--- src/rtl/ctu_pkg.sv ---
package ctu_pkg;
  typedef enum logic [1:0] {RG_NONE, RG_SOFT, RG_CMP, RG_TIME} region_e;

  localparam logic [31:0] SOFT_BASE = 32'h0000_0000;
  localparam logic [31:0] CMP_BASE  = 32'h0000_4000;
  localparam logic [31:0] TIME_BASE = 32'h0000_BFF8;

  function automatic logic [31:0] merge_be(input logic [31:0] old_v,
                                           input logic [31:0] new_v,
                                           input logic [3:0]  be);
    logic [31:0] r;
    for (int b = 0; b < 4; b++)
      r[8*b +: 8] = be[b] ? new_v[8*b +: 8] : old_v[8*b +: 8];
    return r;
  endfunction
endpackage

--- src/rtl/ctu_decode.sv ---
module ctu_decode
  import ctu_pkg::*;
#(
  parameter int NUM_HARTS = 4,
  parameter int ADDR_W    = 16,
  localparam int IDX_W    = (NUM_HARTS > 1) ? $clog2(NUM_HARTS) : 1
) (
  input  logic [ADDR_W-1:0] addr_i,
  output region_e           region_o,
  output logic [IDX_W-1:0]  hart_o,
  output logic              hi_o
);
  localparam logic [31:0] SOFT_END = SOFT_BASE + 32'(4 * NUM_HARTS);
  localparam logic [31:0] CMP_END  = CMP_BASE + 32'(8 * NUM_HARTS);

  logic [31:0] a32;
  assign a32 = 32'(addr_i);

  always_comb begin
    region_o = RG_NONE;
    hart_o   = '0;
    hi_o     = a32[2];
    if (a32 < SOFT_END) begin
      region_o = RG_SOFT;
      hart_o   = IDX_W'((a32 - SOFT_BASE) >> 2);
    end else if (a32 >= CMP_BASE && a32 < CMP_END) begin
      region_o = RG_CMP;
      hart_o   = IDX_W'((a32 - CMP_BASE) >> 3);
    end else if ((a32 & ~32'h7) == TIME_BASE) begin
      region_o = RG_TIME;
    end
  end
endmodule

--- src/rtl/ctu_counter.sv ---
module ctu_counter
  import ctu_pkg::*;
#(
  parameter int CNT_W = 64
) (
  input  logic             clk_i,
  input  logic             rst_ni,
  input  logic             tick_i,
  input  logic             wr_i,
  input  logic             hi_i,
  input  logic [31:0]      wdata_i,
  input  logic [3:0]       be_i,
  output logic [CNT_W-1:0] cnt_o
);
  logic [CNT_W-1:0] cnt_q, cnt_wr;

  always_comb begin
    cnt_wr = cnt_q;
    if (hi_i) cnt_wr[63:32] = merge_be(cnt_q[63:32], wdata_i, be_i);
    else      cnt_wr[31:0]  = merge_be(cnt_q[31:0], wdata_i, be_i);
  end

  // bus write wins over a coincident tick
  always_ff @(posedge clk_i or negedge rst_ni) begin
    if (!rst_ni)     cnt_q <= '0;
    else if (wr_i)   cnt_q <= cnt_wr;
    else if (tick_i) cnt_q <= cnt_q + 1'b1;
  end

  assign cnt_o = cnt_q;


  cnt_step_chk: assert property (@(posedge clk_i) disable iff (!rst_ni)
    tick_i && !wr_i |=> cnt_o == $past(cnt_o) + 64'd1);

  cnt_hold_chk: assert property (@(posedge clk_i) disable iff (!rst_ni)
    !tick_i && !wr_i |=> $stable(cnt_o));

  cnt_load_chk: assert property (@(posedge clk_i) disable iff (!rst_ni)
    wr_i && !hi_i && be_i == 4'hF |=> cnt_o[31:0] == $past(wdata_i));
endmodule

--- src/rtl/ctu_hart.sv ---
module ctu_hart
  import ctu_pkg::*;
#(
  parameter int CNT_W = 64
) (
  input  logic             clk_i,
  input  logic             rst_ni,
  input  logic             soft_wr_i,
  input  logic             cmp_wr_i,
  input  logic             hi_i,
  input  logic [31:0]      wdata_i,
  input  logic [3:0]       be_i,
  input  logic [CNT_W-1:0] cnt_i,
  output logic             soft_o,
  output logic [CNT_W-1:0] cmp_o,
  output logic             timer_o
);
  logic             soft_q;
  logic [CNT_W-1:0] cmp_q, cmp_nxt;

  always_comb begin
    cmp_nxt = cmp_q;
    if (hi_i) cmp_nxt[63:32] = merge_be(cmp_q[63:32], wdata_i, be_i);
    else      cmp_nxt[31:0]  = merge_be(cmp_q[31:0], wdata_i, be_i);
  end

  always_ff @(posedge clk_i or negedge rst_ni) begin
    if (!rst_ni) begin
      soft_q <= 1'b0;
      cmp_q  <= '1;
    end else begin
      if (soft_wr_i && be_i[0]) soft_q <= wdata_i[0];
      if (cmp_wr_i)             cmp_q  <= cmp_nxt;
    end
  end

  assign soft_o  = soft_q;
  assign cmp_o   = cmp_q;
  assign timer_o = (cnt_i >= cmp_q);


  soft_load_chk: assert property (@(posedge clk_i) disable iff (!rst_ni)
    soft_wr_i && be_i[0] |=> soft_o == $past(wdata_i[0]));

  soft_keep_chk: assert property (@(posedge clk_i) disable iff (!rst_ni)
    !(soft_wr_i && be_i[0]) |=> $stable(soft_o));

  cmp_keep_chk: assert property (@(posedge clk_i) disable iff (!rst_ni)
    !cmp_wr_i |=> $stable(cmp_o));
endmodule

--- src/rtl/core_timer_unit.sv ---
module core_timer_unit
  import ctu_pkg::*;
#(
  parameter int NUM_HARTS = 4,
  parameter int ADDR_W    = 16
) (
  input  logic                 clk_i,
  input  logic                 rst_ni,
  input  logic                 tick_i,
  input  logic                 req_i,
  input  logic                 we_i,
  input  logic [ADDR_W-1:0]    addr_i,
  input  logic [31:0]          wdata_i,
  input  logic [3:0]           be_i,
  output logic                 ready_o,
  output logic [31:0]          rdata_o,
  output logic [NUM_HARTS-1:0] soft_irq_o,
  output logic [NUM_HARTS-1:0] timer_irq_o
);
  localparam int CNT_W = 64;
  localparam int IDX_W = (NUM_HARTS > 1) ? $clog2(NUM_HARTS) : 1;

  region_e          region;
  logic [IDX_W-1:0] hart;
  logic             hi;
  logic             wr, cnt_wr;
  logic [CNT_W-1:0] cnt;
  logic [CNT_W-1:0] cmp_all [NUM_HARTS];
  logic [NUM_HARTS-1:0] soft_wr, cmp_wr;
  logic [31:0]      rd_mux;
  logic             ready_q;
  logic [31:0]      rdata_q;

  ctu_decode #(.NUM_HARTS(NUM_HARTS), .ADDR_W(ADDR_W)) u_decode (
    .addr_i  (addr_i),
    .region_o(region),
    .hart_o  (hart),
    .hi_o    (hi)
  );

  assign wr     = req_i && we_i;
  assign cnt_wr = wr && (region == RG_TIME);

  ctu_counter #(.CNT_W(CNT_W)) u_counter (
    .clk_i  (clk_i),
    .rst_ni (rst_ni),
    .tick_i (tick_i),
    .wr_i   (cnt_wr),
    .hi_i   (hi),
    .wdata_i(wdata_i),
    .be_i   (be_i),
    .cnt_o  (cnt)
  );

  for (genvar i = 0; i < NUM_HARTS; i++) begin : g_hart
    assign soft_wr[i] = wr && (region == RG_SOFT) && (hart == IDX_W'(i));
    assign cmp_wr[i]  = wr && (region == RG_CMP)  && (hart == IDX_W'(i));

    ctu_hart #(.CNT_W(CNT_W)) u_hart (
      .clk_i    (clk_i),
      .rst_ni   (rst_ni),
      .soft_wr_i(soft_wr[i]),
      .cmp_wr_i (cmp_wr[i]),
      .hi_i     (hi),
      .wdata_i  (wdata_i),
      .be_i     (be_i),
      .cnt_i    (cnt),
      .soft_o   (soft_irq_o[i]),
      .cmp_o    (cmp_all[i]),
      .timer_o  (timer_irq_o[i])
    );

    // fixed compare and a counting-up counter keep the line high
    timer_hold_chk: assert property (@(posedge clk_i) disable iff (!rst_ni)
      timer_irq_o[i] && !cmp_wr[i] && !cnt_wr && cnt != '1 |=> timer_irq_o[i]);
  end

  always_comb begin
    unique case (region)
      RG_SOFT: rd_mux = {31'b0, soft_irq_o[hart]};
      RG_CMP:  rd_mux = hi ? cmp_all[hart][63:32] : cmp_all[hart][31:0];
      RG_TIME: rd_mux = hi ? cnt[63:32] : cnt[31:0];
      default: rd_mux = '0;
    endcase
  end

  always_ff @(posedge clk_i or negedge rst_ni) begin
    if (!rst_ni) begin
      ready_q <= 1'b0;
      rdata_q <= '0;
    end else begin
      ready_q <= req_i;
      rdata_q <= (req_i && !we_i) ? rd_mux : '0;
    end
  end

  assign ready_o = ready_q;
  assign rdata_o = rdata_q;


  ready_rise_chk: assert property (@(posedge clk_i) disable iff (!rst_ni)
    req_i |=> ready_o);

  ready_idle_chk: assert property (@(posedge clk_i) disable iff (!rst_ni)
    !req_i |=> !ready_o);

  unmapped_rd_chk: assert property (@(posedge clk_i) disable iff (!rst_ni)
    req_i && !we_i && region == RG_NONE |=> rdata_o == 32'd0);

  unmapped_wr_chk: assert property (@(posedge clk_i) disable iff (!rst_ni)
    req_i && we_i && region == RG_NONE |=> $stable(soft_irq_o));
endmodule

--- config.mk ---
export PLATFORM = sky130hd
export DESIGN_NAME = core_timer_unit
export DESIGN_NICKNAME = d
export VERILOG_FILES = /design/src/rtl/ctu_pkg.sv /design/src/rtl/ctu_decode.sv /design/src/rtl/ctu_counter.sv /design/src/rtl/ctu_hart.sv /design/src/rtl/core_timer_unit.sv
export SDC_FILE = /design/constraint.sdc
export NUM_CORES = 1
export LEC_CHECK = 0
export CELL_PAD_IN_SITES_DETAIL_PLACEMENT = 0
export CELL_PAD_IN_SITES_GLOBAL_PLACEMENT = 2
export CORE_ASPECT_RATIO = 0.5
export CORE_MARGIN = 8
export CORE_UTILIZATION = 44
export CTS_CLUSTER_DIAMETER = 150
export DETAILED_ROUTE_END_ITERATION = 12
export DONT_BUFFER_PORTS = 1
export HOLD_SLACK_MARGIN = 0.02
export PLACE_DENSITY_LB_ADDON = 0.1
export SLEW_MARGIN = 40
export SYNTH_ARGS = -nofsm -noshare
export SYNTH_HDL_FRONTEND = slang
export SYNTH_HIERARCHICAL = 1
export SYNTH_SLANG_ARGS = --single-unit
--- constraint.sdc ---
create_clock -name clk_i -period 3.3 [get_ports clk_i]
set_input_delay 0.66 -clock clk_i [delete_from_list [all_inputs] [get_ports clk_i]]
set_output_delay 0.66 -clock clk_i [all_outputs]
set_load 0.01 [all_outputs]
# == After elaboration in Yosys (flattened, before gate mapping) ==
# Cells that the tools add are included.
# op_classes
div_mod_pow,0
eq_ne,13
n_shift,0
reduce_logical,61
n_lt_le_gt_ge,9
mux,22
n_bitwise,2
n_mul,0
n_addsub,2
# op_table
cell,n
greater-or-equal comparator 64 bit,4
two-way mux 64 bit,4
two-way mux 32 bit,5
binary-select mux 64 bit (select 2 bit),1
AND reduction 3 bit,40
case mux 32 bit (3 select lines),1
adder 64 x 1 -> 64 bit (second input constant),1
two-way mux 8 bit,4
logical AND 1 bit,18
greater-or-equal comparator 16 x 15 -> 1 bit (second input constant),1
less-than comparator 16 x 15 -> 1 bit (second input constant),1
less-than comparator 16 x 5 -> 1 bit (second input constant),1
== test 13 bit (second input constant),1
inequality test 2 bit (second input constant),6
two-way mux 2 bit,5
== test 2 bit (second input constant),4
subtractor 5 x 1 -> 5 bit (second input constant),1
== test 2 x 1 -> 1 bit (second input constant),2
greater-or-equal comparator 3 bit (second input constant),1
less-than comparator 2 x 3 -> 1 bit (second input constant),1
inverter 2 -> 3 bit,1
binary-select mux 1 bit (select 2 bit),1
zero test 2 bit,1
nonzero test 2 bit,1
3 further kinds,3
# word_totals
mem_count,0
latchBits,0
output_inout_bits,41
mem_bits_rw,0
rom_bits,0
inputBits,57
reg_bits,357

# == Longest topological paths before layout ==
# Gate-level depths: netlist of run 1.
# depth
ltp_word,11
depth_mapped,15
mapped_depth_nobuf,11

# == Modules after synthesis ==
# The synthesis of run 1 kept the hierarchy.
# by_module_without_submodules
module,n_inst,cells_per_inst,area_each_um2,seq_area_each_um2
ctu_hart,4,370,4085.2,1706.6
ctu_counter,1,528,4251.6,1601.5
core_timer_unit,1,304,3798.6,825.8
ctu_decode,1,18,146.4,0.0

# == Worst setup path before layout of run 1 ==
# OpenSTA, ideal clock, no wires.
# synth_path
path_kind,input to register
from,input port addr_i[8]
to,register u_counter.cnt_q[8] (netlist: u_counter/cnt_o[8])
cell_stages,13
slack_ns,-0.111
t_arrival_ns,3.290
path_cell_list,nor4_2 a41o_2 buf_4 and2_1 buf_2 clkbuf_1 and3_1 clkinv_1 nor2_1 a21o_1 clkbuf_1 o21ai_0 a22o_1
# synth_via
elab_chain_len,8
word_cells_on_any_way,15
classes_between,order compare: 3; eq/ne: 4; mux: 4; reduce/logical: 4
# synth_lines
element,line,rtl
from (decl),core_timer_unit.sv:12,"input logic [ADDR_W-1:0] addr_i,"
greater-or-equal comparator 16 x 15 -> 1 bit (tied with other cells),ctu_decode.sv:26,end else if (a32 >= CMP_BASE && a32 < CMP_END) begin
logical AND 1 bit / two-way mux 2 bit (equally long branches),"ctu_decode.sv:26, ctu_decode.sv:29",
two-way mux 2 bit,ctu_decode.sv:26,
two-way mux 2 bit (*),ctu_decode.sv:23,if (a32 < SOFT_END) begin
named net region[0],core_timer_unit.sv:23,region_e region;
== test 2 bit (*),core_timer_unit.sv:42,assign cnt_wr = wr && (region == RG_TIME);
logical AND 1 bit (*),core_timer_unit.sv:42,
named net cnt_wr,core_timer_unit.sv:26,"logic wr, cnt_wr;"
inequality test 2 bit (no line) / nonzero test 2 bit (equally long branches),--,
AND reduction 3 bit (no line),--,
to (signal assigned),ctu_counter.sv:26,else if (wr_i) cnt_q <= cnt_wr;
to (signal assigned),ctu_counter.sv:27,else if (tick_i) cnt_q <= cnt_q + 1'b1;
to (decl),ctu_counter.sv:15,"logic [CNT_W-1:0] cnt_q, cnt_wr;"
# The timed path passes the listed nets; every way through them passes the cells marked *.
# A chain may end at the register's enable or synchronous reset.

# == Worst setup path in the final report of run 1 ==
# layout_path
from,register u_counter.cnt_q[14] (netlist: u_counter/cnt_o[14])
to,output port timer_irq_o[0]
# layout_via
elab_chain_len,1
# layout_lines
element,line,rtl
greater-or-equal comparator 64 bit,ctu_hart.sv:39,assign timer_o = (cnt_i >= cmp_q);
to (decl),core_timer_unit.sv:18,output logic [NUM_HARTS-1:0] timer_irq_o
# Every way passes these cells.

==> summary.md, run 1 <==
The clock network accounts for 43.9% of the total power. Counting I/O delays and the setup requirement, the final critical path takes 3680 ps. The final number of max-transition violations was 0.

Clock tree synthesis found a total of 357 sinks. The tools report the total number of vias as 19,300. STA puts the critical path data arrival time at 3020 ps. The fmax came out at 272 MHz. The run gives 25.4% as the combined global-route utilization of all metal layers.

TritonCTS built the clock tree. In the routed design, unresolved DRC markers number 0. The first-pass iteration count of the detailed router was 7. The number of port buffers came out at 0. The average detailed-routed wire length per instance is 25.1 um, and the maximum number of pins on one net before global-route repair is 358.

Between clock sinks in the finished design, the worst skew comes to 11.9 ps. The remaining max-slew budget at the tightest pin is 46.8%, and the leakage power figure is 0.0118 uW. The die is 183 um tall. The final reports fail on negative hold slack, negative setup slack. The run gives -383 ps as the setup slack of the critical path after layout. Sequential cells account for 44.9% of the total power. The mean cell area of the mapped netlist was 10.5 um2; the count of mapped cells out of synthesis was 2,330. After floorplanning, the core was divided into 61 placement rows. During I/O placement, the number of pins put on the boundary was 98.

For the worst-skew pair, the clock arrives at the later sink with an insertion delay of 560 ps. For the worst setup path, the data required time is 2640 ps. The post-route cell area was 29,100 um2; the fraction of registers with async set or reset after synthesis was 100%.

After synthesis, the largest area contributor takes up 27.4% of total cell area. The tools report the number of nets produced by synthesis as 2,644. The floorplan step set the die width to 350 um. The worst-path maximum fanout works out to 3. The logs give 38 for the number of clock buffers inserted by TritonCTS and 37.7% for the share of the yosys chip area belonging to registers. The critical setup path kind is reg2out. The run gives 82,400 um as the routed wire length.

In the final layout, the share of cells above drive strength 1 is 38.0%. dfstp_2 takes more of the synthesized area than any other cell. The filler cells instantiated in the layout total 5,000. Once placement completed, the tool counted placed cells totaling 3,202. The core region is 55,300 um2.

At the end of the flow, the number of nets in the layout was 2,812. The die covers 64,000 um2. The run gives 60,400 um as the HPWL reported at the end of detailed placement. Across the run, the number of max-cap violations was 0.

The tools report the worst IR drop on VDD as 0.340 mV. The cell at the root of the clock tree is clkbuf_16. Worst hold-check path type: in2async. In this run the cell area of the synthesized design comes to 24,500 um2. Leaving out filler cells and counting taps, the final layout contains 3,283.

Compared with the post-synthesis result, the final layout area differs by 18.8%. The share of total power dissipated in combinational logic is 11.2%. The number of enable flip-flop cells after synthesis is 0. The run finished, with violations left. Summed over all nets, the switching power comes to 2630 uW. At the pin with the least slew margin, the transition time is 792 ps. Global routing finished with a remaining overflow of 0. Counting flops and latches in the post-synthesis netlist gives 357. The most frequent cell after synthesis is inv_1. Count of endpoints failing hold in the final timing report: 101.

For this configuration, the core starts out at a cell density of 44.3%. The detailed router finished its first iteration with 1,444 violations. Setup repair after global routing could not meet its margin everywhere.

The post-route clock period utilization works out to 112%. The count of nets left with antenna violations once routing finished came out at 0. Net switching fraction of the power: 25.8%.

The longest clock path from root to sink contains 3 buffers. The first-pass GRT wire length came out at 124,000 um. Smallest hold slack: -182 ps.

Power spread over the standard cell area amounts to 350 nW/um2. The clock slew seen by the registers of the worst setup and hold paths was 70 ps. Element type at the critical path end: an output port.

Sorting the synthesized cells by how often they occur yields 265 x inv_1, 262 x mux2_2, 257 x ha_1, 256 x dfstp_2, 163 x a21oi_1. Internal power comes to 7560 uW. The main flop type after synthesis is dfstp_2. The depth of the worst register-to-register path works out to 7.

The number of antenna violations at the first check in global routing was 1. Yosys printed 6 warnings. CTS built an H-tree with a depth of 2. The placed instances occupy a cell area of 27,000 um2. The via count of the first global-routing pass is 19,400. Dividing the detail-routed via count by the number of cells gives 5.86. The tools report the count of different cell masters after synthesis as 80. At the end of routability-driven placement, the weighted congestion stood at 0.936. The number of antenna cells inserted came out at 0. Setup violations remaining at the end of the flow were counted as 4.

The type of element launching the critical path was a flip-flop. In the post-synthesis netlist, the biggest area contributors are dfstp_2 27%, ha_1 13%, mux2_2 12%, dfrtp_1 10%, inv_1 4.1%.
==> critical path: stages, from the launching register on <==
cell	delay (ps)
dfrtp_1	430
buf_6	160
ha_4	240
nand4_1	120
nor2_2	60
a221o_1	310
or3_4	450
a211oi_4	280
o31ai_1	90
buf_4	180
buf_6	120
==> cell type report <==
type / count / area (um2) / share of cell area, %
inverter: 266 / 998 / 3.43
clock buffer: 58 / 1110 / 3.80
timing repair buffer: 202 / 1950 / 6.70
clock inverter: 11 / 144 / 0.494
tap: 756 / 946 / 3.25
multi-input combinational: 1633 / 14700 / 50.5
sequential: 357 / 9270 / 31.8
==> per-layer routing <==
metal / track usage [%] / share of wire (%) / vias up
met4: 5.27 / 2.1 / 2
met3: 6.05 / 7.0 / 97
met1: 36.7 / 47 / 9657
li1: - / - / 8976
met5: 0 / 0.12 / -
met2: 38.7 / 43 / 518
==> worst paths after layout <==
check / slack, ps / to / start
max: -380 / timer_irq_o[0] / u_counter/cnt_o[14]$_DFFE_PN0P_
min: -180 / u_counter/cnt_o[6]$_DFFE_PN0P_ / rst_ni
max reg2reg: 460 / u_counter/cnt_o[51]$_DFFE_PN0P_ / u_counter/cnt_o[26]$_DFFE_PN0P_
min reg2reg: 610 / g_hart[2].u_hart/soft_o$_DFFE_PN0P_ / g_hart[2].u_hart/soft_o$_DFFE_PN0P_
max in group asynchronous: 2980 / rdata_o[25]$_DFF_PN0_ / rst_ni
min in group clk_i: 130 / ready_o$_DFF_PN0_ / req_i
==> metrics by stage <==
stage                     power, uW  setup TNS (ps)  hold WS (ps)  setup slack, ps  utilization [%]
after floorplan                5190            -188           364            -68.1                -
after global placement         5560            -260           387             -152             48.7
after detailed placement       5570            -250           388             -161             48.7
after CTS                     10300           -1410          -217             -399             52.0
after global routing          10600           -1680          -218             -476             52.7
final                         10200           -1310          -182             -383             52.7
==> kinds of logic (layout without fill, tap and decap cells) <==
kind of cell / Yosys count / after routing / share of synthesized area [%]
AO/OA/AOI/OAI: 460 / 460 / 12.1
adder cells (fa/ha/maj): 257 / 257 / 13.1
buffers and inverters: 340 / 537 / 5.73
flip-flops: 357 / 357 / 37.7
multiplexers: 365 / 365 / 19.9
AND/OR/NAND/NOR: 551 / 551 / 11.5
==> state kept, by name, indices dropped and copies added (netlist names) <==
signal,count
g_hart.u_hart/cmp_o,256
u_counter/cnt_o,64
ready_o,1
g_hart.u_hart/soft_o,4
rdata_o,32
==> power groups by stage <==
stage          combinational (uW)  sequential [uW]  clock, uW
2_1_floorplan                 573             4620          0
3_3_place_gp                  936             4620          0
3_5_place_dp                  947             4620          0
4_1_cts                      1100             4570       4610
5_1_grt                      1270             4590       4780
6_report                     1140             4580       4470
==> repair_timing <==
item | CTS | global route
gates resized for setup | 73 | 56
endpoints found under the hold margin | 191 | 163
setup endpoints to repair | 4 | 4
pin swaps | 42 | 30
buffers inserted | 14 | 5
==> layout by cell type, fill, tap and decap left out, types with 8 or more instances in the layout <==
cell type,n
nor2_1,90
nand3_1,73
mux4_1,28
dfstp_2,256
a21oi_2,13
a221oi_1,20
o21ai_1,21
and3_1,15
a21oi_1,154
nor4_1,11
o22ai_1,8
nor2b_1,9
o21ai_0,78
nor4_2,8
clkbuf_16,39
a221oi_2,8
mux4_2,35
a211oi_1,29
and4_1,12
buf_4,163
dfrtp_2,14
mux2_2,262
nand2_1,161
mux2i_1,40
inv_1,259
buf_12,33
nand4_1,58
o22a_1,11
ha_1,222
dfrtp_1,87
nand2b_1,8
nor3_1,42
ha_4,35
o21a_1,25
clkbuf_1,13
Note: power is estimated with default switching activity, not from simulation.
==> inputs of run 2 (changes only) <==
--- a/config.mk
+++ b/config.mk
@@ -5,17 +5,18 @@
 export SDC_FILE = /design/constraint.sdc
 export NUM_CORES = 1
 export LEC_CHECK = 0
+export ABC_AREA = 1
 export CELL_PAD_IN_SITES_DETAIL_PLACEMENT = 0
 export CELL_PAD_IN_SITES_GLOBAL_PLACEMENT = 2
 export CORE_ASPECT_RATIO = 0.5
 export CORE_MARGIN = 8
-export CORE_UTILIZATION = 44
+export CORE_UTILIZATION = 38
 export CTS_CLUSTER_DIAMETER = 150
 export DETAILED_ROUTE_END_ITERATION = 12
 export DONT_BUFFER_PORTS = 1
 export HOLD_SLACK_MARGIN = 0.02
 export PLACE_DENSITY_LB_ADDON = 0.1
-export SLEW_MARGIN = 40
+export SLEW_MARGIN = 10
 export SYNTH_ARGS = -nofsm -noshare
 export SYNTH_HDL_FRONTEND = slang
 export SYNTH_HIERARCHICAL = 1
==> run 2 against run 1 <==
  * The run ends with negative hold slack left
  * Critical path type unchanged
  * Power increased by 19%
  * Sequential share of layout area decreased by 1.1 points
  * Via count increased by 30%
  * Worst hold slack got worse by 22 ps
  * Cell area increased by 3.9%
  * Critical path depth decreased by 2
  * Clock-buffer cell count decreased by 6
  * Register-to-register slack improved by 290 ps
  * Clock skew increased by 21 ps
  * Utilization decreased by 10 points
  * Final cell count increased by 48%
==> summary.md, run 2 <==
The run finished, with violations left. The checks that failed: negative hold slack. The worst setup path is captured at an output port.

The cell family contributing the most delay on the critical path is simple AND/OR/NAND/NOR gates. In the post-synthesis netlist, the cell with the most instances is nand2_1. The fraction of registers with async set or reset after synthesis works out to 100% (unchanged). The tools report the post-route antenna net violation count as 0 (unchanged). The logs give 40 (+5.3%) for the number of clock buffers inserted by TritonCTS and -205 ps (-22.5 ps) for the smallest hold slack. The die outline width was 396 um (+13%); the I/O pin count was 98 (unchanged). The count of clock tree sinks was 357 (unchanged).

The number of flip-flops under the largest register name works out to 256 (unchanged). The vias per cell is 5.17 (-12%), and the first-pass iteration count of the detailed router is 6 (-1). The number of DRC markers in iteration 0 came out at 2,320 (+61%).

Number of port buffers: 0 (unchanged). Leaving out fill and tap cells, the most frequent cell in the layout is nand2_1. Fraction of layout cells with a size suffix above 1: 19.7% (-18 points). The number of enable flip-flop cells after synthesis is 0 (unchanged). The startpoint of the worst setup timing path was g_hart[0].u_hart/cmp_o[39]$_DFFE_PN1P_. Worst flop-to-flop path startpoint: u_counter/cnt_o[1]$_DFFE_PN0P_. The mean cell area of the mapped netlist is 7.11 um2 (-33%). The floorplan die area is 81,400 um2 (+27%).

The maximum number of pins on one net before global-route repair is 358 (unchanged). The average detailed-routed wire length per instance was 22.3 um (-11%); the remaining max-slew budget at the tightest pin was 4.91% (-42 points). The tools report the via count of the first global-routing pass as 23,400 (+21%).

The first-pass GRT wire length came out at 159,000 um (+28%). The logs give 63 (-38%) for the count of endpoints failing hold in the final timing report and 0.0131 uW (+11%) for the leakage power figure. The number of antenna violations at the first check in global routing was 3 (+2); the maximum number of buffers from clock root to sink was 3 (unchanged). The minimum period implied by the final worst setup slack works out to 3200 ps (-483 ps). The share of the yosys chip area belonging to registers was 33.8% (-3.9 points); the number of nets produced by synthesis was 4,168 (+58%). Worst-path maximum fanout: 3 (unchanged).

The run gives 26.0% (+0.62 points) as the combined global-route utilization of all metal layers. The row count came out at 69 (+13%). For the remaining routing DRC violations, the log shows 0 (unchanged). The power density over the cells came out at 401 nW/um2 (+15%). The run gives 32.7 ps (+20.8 ps) as the worst-case clock skew. The critical path's slowest cell is dfstp_2.

The register bit total from synthesis was 357 (unchanged); the clock slew seen by the registers of the worst setup and hold paths was 70 ps (about the same). The tools report the required time reported for the critical path endpoint as 2640 ps (about the same). The critical path in this run is classified as reg2out. In the layout the commonest cells are 1,243 x nand2_1, 551 x inv_1, 298 x nor2_1, 256 x dfstp_2, 253 x ha_1. The worst hold-check path type was in2async. From synthesis to final layout, the design area changed by 10.6%. The HPWL reported at the end of detailed placement is 80,500 um (+33%). By count the netlist is led by 1,273 x nand2_1, 553 x inv_1, 329 x nor2_1, 257 x ha_1, 256 x dfstp_2. The total number of vias was 25,100 (+30%).

The setup slack of the critical path after layout was 99.5 ps (+483 ps). The post-placement setup slack is 387 ps (+548 ps). The critical path's most frequent cell is nand2_1.

Cell at the root of the clock tree: clkbuf_16. The data arrival time at the worst-slack endpoint is 2540 ps (-480 ps), and the routability congestion estimate from global placement is 0.960 (+2.5%). The count of placed standard cells including taps came out at 4,773 (+49%). The insertion delay of the later-clocked pin in the worst-skew pair is 600 ps (+40 ps), and the final cell count without fillers is 4,854 (+48%). By area the synthesized netlist is led by dfstp_2 25%, nand2_1 17%, ha_1 12%, dfrtp_1 9.2%, inv_1 7.6%. The tools report the final core utilization as 42.6% (-10 points).

The area occupied by multi-input gates was 15,500 um2 (+5.2%). The vertical die dimension is 206 um (+12%), and the synthesis warning total is 6 (unchanged). The tools report the core outline area as 71,100 um2 (+29%). Final net count: 4,177 (+49%).

The worst IR drop on VDD came out at 0.273 mV (-20%). The logs give 2 (unchanged) for the CTS H-tree depth and 0 (unchanged) for the max capacitance violation total. TritonCTS built the clock tree. dfstp_2 takes more of the synthesized area than any other cell.

The buffer and inverter count on the worst path was 1 (-2). The transition at the pin with the smallest max-transition slack is 1430 ps (+635 ps). The tools report the effective utilization at floorplan as 38.5% (-5.8 points). The run gives 3,854 (+65%) as the count of mapped cells out of synthesis. The highest cell delay on the worst timing path was 550 ps (+100 ps).

The logs give 9290 um2 (+0.23%) for the footprint of the flip-flops and latches and 0 (unchanged) for the final number of max-transition violations. Routed wire length: 108,000 um (+32%). The critical path goes through inv_1, ha_1, nand2_1, nor2_2, nand3_4, nor4_4, nand2_1, nand2_2.

Main flop type after synthesis: dfstp_2. The tools report the final setup violation count as 0 (-4). The count of filler cells inserted in the layout is 7,528 (+51%), and the post-route clock period utilization is 97.0% (-15 points). The tools report the count of different cell masters after synthesis as 45 (-44%). The type of element launching the critical path is a flip-flop. The global route total overflow was 0 (unchanged); the post-synthesis instance area was 27,400 um2 (+12%). The run gives 312 MHz (+15%) as the fmax. The proportion of netlist area held by the largest area contributor came out at 24.6% (-2.9 points).
[run 2: metrics by stage]
| step | total power, uW | hold WS, ps | cell area, um2 | TNS, ps |
|---|---|---|---|---|
| after floorplan | 6240 | 364 | 27400 | 0 |
| after global placement | 7120 | 380 | 28500 | 0 |
| after detailed placement | 7160 | 384 | 28500 | 0 |
| after CTS | 12200 | -264 | 30000 | 0 |
| after global routing | 12800 | -260 | 30300 | -42.8 |
| final | 12100 | -205 | 30300 | 0 |
[run 2: logic make-up after synthesis]
| logic type | count (synthesis) | synth area share [%] |
|---|---|---|
| simple gates | 1913 | 29.3 |
| buf+inv | 685 | 10.9 |
| compound gates | 640 | 14.2 |
| flops | 357 | 33.8 |
| fa+ha+maj | 257 | 11.7 |
| xor+xnor | 2 | 0.0640 |
[run 2: area by class of cell]
| class | instances | share of cell area (%) |
|---|---|---|
| Multi-Input combinational cell | 2812 | 51.1 |
| Sequential cell | 357 | 30.7 |
| Inverter | 567 | 7.03 |
| Tap cell | 958 | 3.96 |
| Clock buffer | 52 | 3.83 |
| Timing Repair Buffer | 85 | 2.57 |
| Clock inverter | 22 | 0.797 |
| Antenna cell | 1 | 0.00826 |
[run 2: worst paths after layout]
check                           slack, ps                                endpoint  depth (start not counted)
min in group clk_i                     90                       ready_o$_DFF_PN0_                          0
worst max-delay path                  100                          timer_irq_o[0]                          8
worst min-delay path                 -200                   rdata_o[29]$_DFF_PN0_                          0
worst min register to register        480  g_hart[3].u_hart/cmp_o[23]$_DFFE_PN1P_                          2
max in group asynchronous            2280         u_counter/cnt_o[15]$_DFFE_PN0P_                          0
worst max register to register        750         u_counter/cnt_o[48]$_DFFE_PN0P_                         11
[run 2: repair_timing]
action / in CTS / in global routing
resized for setup: 36 / 80
setup buffers: 2 / 4
endpoints found under the setup margin: 4 / 4
pin swaps: 3 / 30
hold endpoints to repair: 231 / 123
cloned: 0 / 0
[run 2: routing by layer]
metal	vias up	track usage [%]	wire, um
met5	-	0	0
met4	0	4.72	1750
met3	103	3.00	5570
met2	647	39.6	46300
met1	12100	39.7	54800
li1	12300	-	-
[run 2: where the power goes]
group / internal (uW) / switching [uW] / leakage, uW
logic: 862 / 1420 / 0.00860
registers: 4510 / 425 / 0.00382
clock network: 2820 / 2100 / 0.000682
total: 8190 / 3950 / 0.0131
==> inputs of run 3 (changes only) <==
--- a/config.mk
+++ b/config.mk
@@ -6,6 +6,7 @@
 export NUM_CORES = 1
 export LEC_CHECK = 0
 export ABC_AREA = 1
+export CAP_MARGIN = 10
 export CELL_PAD_IN_SITES_DETAIL_PLACEMENT = 0
 export CELL_PAD_IN_SITES_GLOBAL_PLACEMENT = 2
 export CORE_ASPECT_RATIO = 0.5
==> constraint.sdc (replaced) <==
create_clock -name clk_i -period 3.3 [get_ports clk_i]
set_input_delay 0.33 -clock clk_i [delete_from_list [all_inputs] [get_ports clk_i]]
set_output_delay 0.33 -clock clk_i [all_outputs]
set_load 0.01 [all_outputs]
==> run 3 against run 2 <==
  * The run still ends with negative hold slack left
  * Clock skew fell by 13 ps
  * Register-to-register slack got worse by 60 ps
  * Clock-buffer cell count rose by 9
  * Final cell count barely moved
  * Utilization fell by 0.55 points
  * Via count barely moved
  * Cell area fell by 1.3%
  * Non-clock buffer count fell by 3
  * Routed wire length rose by 0.51%
  * First-iteration DRC count fell by 6.6%
  * Power fell by 2.2%
  * Clock power fell by 4.3%
  * Critical path type unchanged
  * Critical endpoint unchanged
==> summary.md, run 3 (same netlist as run 2, synthesis figures left out) <==
The HPWL reported at the end of detailed placement was 79,000 um (-1.9%); the die outline width was 396 um (unchanged). TritonCTS built the clock tree. Worst reg-to-reg setup slack: 690 ps (-60 ps). The run gives 358 (unchanged) as the maximum number of pins on one net before global-route repair.

Setup repair after global routing left no endpoint under its margin. The global route total overflow was 0 (unchanged). The run gives 39 as the post-cts hold buffer count.

The count of clock tree sinks was 357 (unchanged); the core outline area was 71,100 um2 (unchanged). The fmax was 315 MHz (+0.89%); the number of flip-flops under the largest register name was 256 (unchanged). The power density over the cells is 397 nW/um2 (-0.89%), and the footprint of the flip-flops and latches is 9260 um2 (-0.40%). The count of filler cells inserted in the layout was 7,599 (+0.94%); the required time reported for the critical path endpoint was 2970 ps (+330 ps).

The run gives 204 (+220%) as the count of endpoints failing hold in the final timing report. In this run the worst hold path is classified as in2async. Final number of max-transition violations: 0 (unchanged). The vertical die dimension was 206 um (unchanged). For the effective utilization at floorplan, the log shows 38.5% (unchanged). The row count came out at 69 (unchanged). The first-pass iteration count of the detailed router came out at 5 (-1).

The tools report the end point of the critical path as timer_irq_o[0]. In this run the clock root is driven by a clkbuf_16. The clock slew seen by the registers of the worst setup and hold paths works out to 70 ps (about the same). The post-route antenna net violation count was 0 (unchanged). The insertion delay of the later-clocked pin in the worst-skew pair is 580 ps (-20 ps), and the number of antenna violations at the first check in global routing is 8 (+5). The depth of the worst register-to-register path is 9 (-2).

The total negative setup slack was 0 ps (unchanged). STA classifies the critical path endpoint as an output port. The fraction of layout cells with a size suffix above 1 was 15.9% (-3.8 points); the maximum number of buffers from clock root to sink was 3 (unchanged). The logs give 81,400 um2 (unchanged) for the floorplan die area and 19.3 ps (-13.4 ps) for the worst-case clock skew. For the routability congestion estimate from global placement, the log shows 0.929 (-3.2%). The tools report the final cell count without fillers as 4,853 (-0.021%). The average detailed-routed wire length per instance was 22.5 um (+0.53%); the transition at the pin with the smallest max-transition slack was 1210 ps (-212 ps). For the max capacitance violation total, the log shows 0 (unchanged).

The combined global-route utilization of all metal layers is 26.1% (+0.098 points). The vias per cell works out to 5.16 (about the same). Standard cell area after detailed placement: 28,200 um2 (-1.2%). The post-route clock period utilization works out to 96.1% (-0.86 points).

The first-pass GRT wire length came out at 159,000 um (about the same). The tools report the smallest hold slack as -521 ps (-316 ps). For the count of placed standard cells including taps, the log shows 4,737 (-0.75%).

The worst-path maximum fanout is 11 (+8), and the final total power is 11,900 uW (-2.2%). The final setup violation count is 0 (unchanged). The final reports fail on negative hold slack. The CTS H-tree depth is 2 (unchanged), and the remaining routing DRC violations is 0 (unchanged). The post-route cell area was 29,900 um2 (-1.3%); the minimum period implied by the final worst setup slack was 3170 ps (-28.4 ps). Relative to the synthesized area, the layout overhead comes to 9.18%.

The I/O pin count came out at 98 (unchanged). The number of port buffers was 0 (unchanged); the data arrival time at the worst-slack endpoint was 2840 ps (+300 ps). The worst setup path is of the reg2out kind.

Number of clock buffers inserted by TritonCTS: 40 (unchanged). The number of DRC markers in iteration 0 is 2,168 (-6.6%). The top cell types in the final layout, fill and taps aside, are 1,269 x nand2_1, 553 x inv_1, 326 x nor2_1, 257 x ha_1, 256 x dfstp_2. The worst IR drop on VDD is 0.268 mV (-2.0%), and the routed wire length is 109,000 um (+0.51%). The via count of the first global-routing pass is 23,700 (+1.3%). The startpoint identified for the worst register-to-register timing path is u_counter/cnt_o[8]$_DFFE_PN0P_. For the final net count, the log shows 4,174 (-0.072%). The endpoint identified for the worst register-to-register timing path is u_counter/cnt_o[48]$_DFFE_PN0P_.

The tools report the area occupied by multi-input gates as 15,200 um2 (-1.9%). The run finished, with violations left. The most common library cell in the layout ignoring fill and taps was nand2_1. The leakage power figure came out at 0.0130 uW (-0.80%). The most critical setup path has its startpoint at u_counter/cnt_o[2]$_DFFE_PN0P_.

The tools report the type of element launching the critical path as a flip-flop. The remaining max-slew budget at the tightest pin was 19.0% (+14 points). The total number of vias came out at 25,100 (-0.092%).
-- run 3: changes by cell type in the layout (fill, tap and decap cells not counted), moves of 21 or more --
cell           before   now
nor2_1            298   326
dlygate4sd3_1       0    39
buf_4              73    37
nand2_1          1243  1269
dfrtp_1            72   100
nor2_2             44    19
nand2_2            43    22
dfrtp_2            28     1
-- run 3: per-stage QoR --
stage	setup WS, ps	util [%]
after floorplan	920	-
after global placement	591	39.6
after detailed placement	572	39.6
after CTS	47.0	42.0
after global routing	2.06	42.0
final	128	42.0
-- run 3: worst max-delay path: stages (launching register included) --
cell and delay (ps):
dfrtp_1 610, ha_1 410, nand2_1 60, nor2_1 160
nand2_1 120, nor2_1 100, nor2_1 50, nand2_1 360
nand2_1 100, nand2_1 80, nand2_1 40, nand2_1 170
-- run 3: cell type report --
class / instances / area share [%]
sequential: 357 / 30.9
clock inverter: 10 / 0.347
timing repair buffer: 82 / 2.64
tap: 958 / 4.01
inverter: 567 / 7.13
clock buffer: 61 / 4.05
multi-input combinational: 2812 / 50.8
antenna: 6 / 0.0502
-- run 3: layer usage --
layer	track usage, %	vias to the layer above	share of wire (%)
li1	-	12300	-
met1	38.2	12000	49
met2	39.3	677	42
met3	4.90	139	6.3
met4	6.80	6	2.5
met5	0	-	0.037
-- run 3: repair_timing --
action,4_1_cts,5_1_grt
buffers inserted,0,0
endpoints found under the hold margin,671,357
endpoints found under the setup margin,0,3
resized for setup,0,4
-- run 3: power by group --
group / internal, uW / switching, uW
Sequential: 4490 / 486
Combinational: 803 / 1380
Clock: 2690 / 2020
Total: 7980 / 3890
-- run 3: how the worst min path moves through the flow --
stage / start / end / slack (ps) / depth (start not counted)
2_1_floorplan: rst_ni / g_hart[0].u_hart/soft_o$_DFFE_PN0P_ / 30 / 0
3_3_place_gp: rst_ni / rdata_o[23]$_DFF_PN0_ / 50 / 0
3_5_place_dp: rst_ni / rdata_o[27]$_DFF_PN0_ / 50 / 0
4_1_cts: rst_ni / rdata_o[23]$_DFF_PN0_ / -580 / 0
5_1_grt: rst_ni / rdata_o[23]$_DFF_PN0_ / -560 / 0
6_report: rst_ni / rdata_o[23]$_DFF_PN0_ / -520 / 0
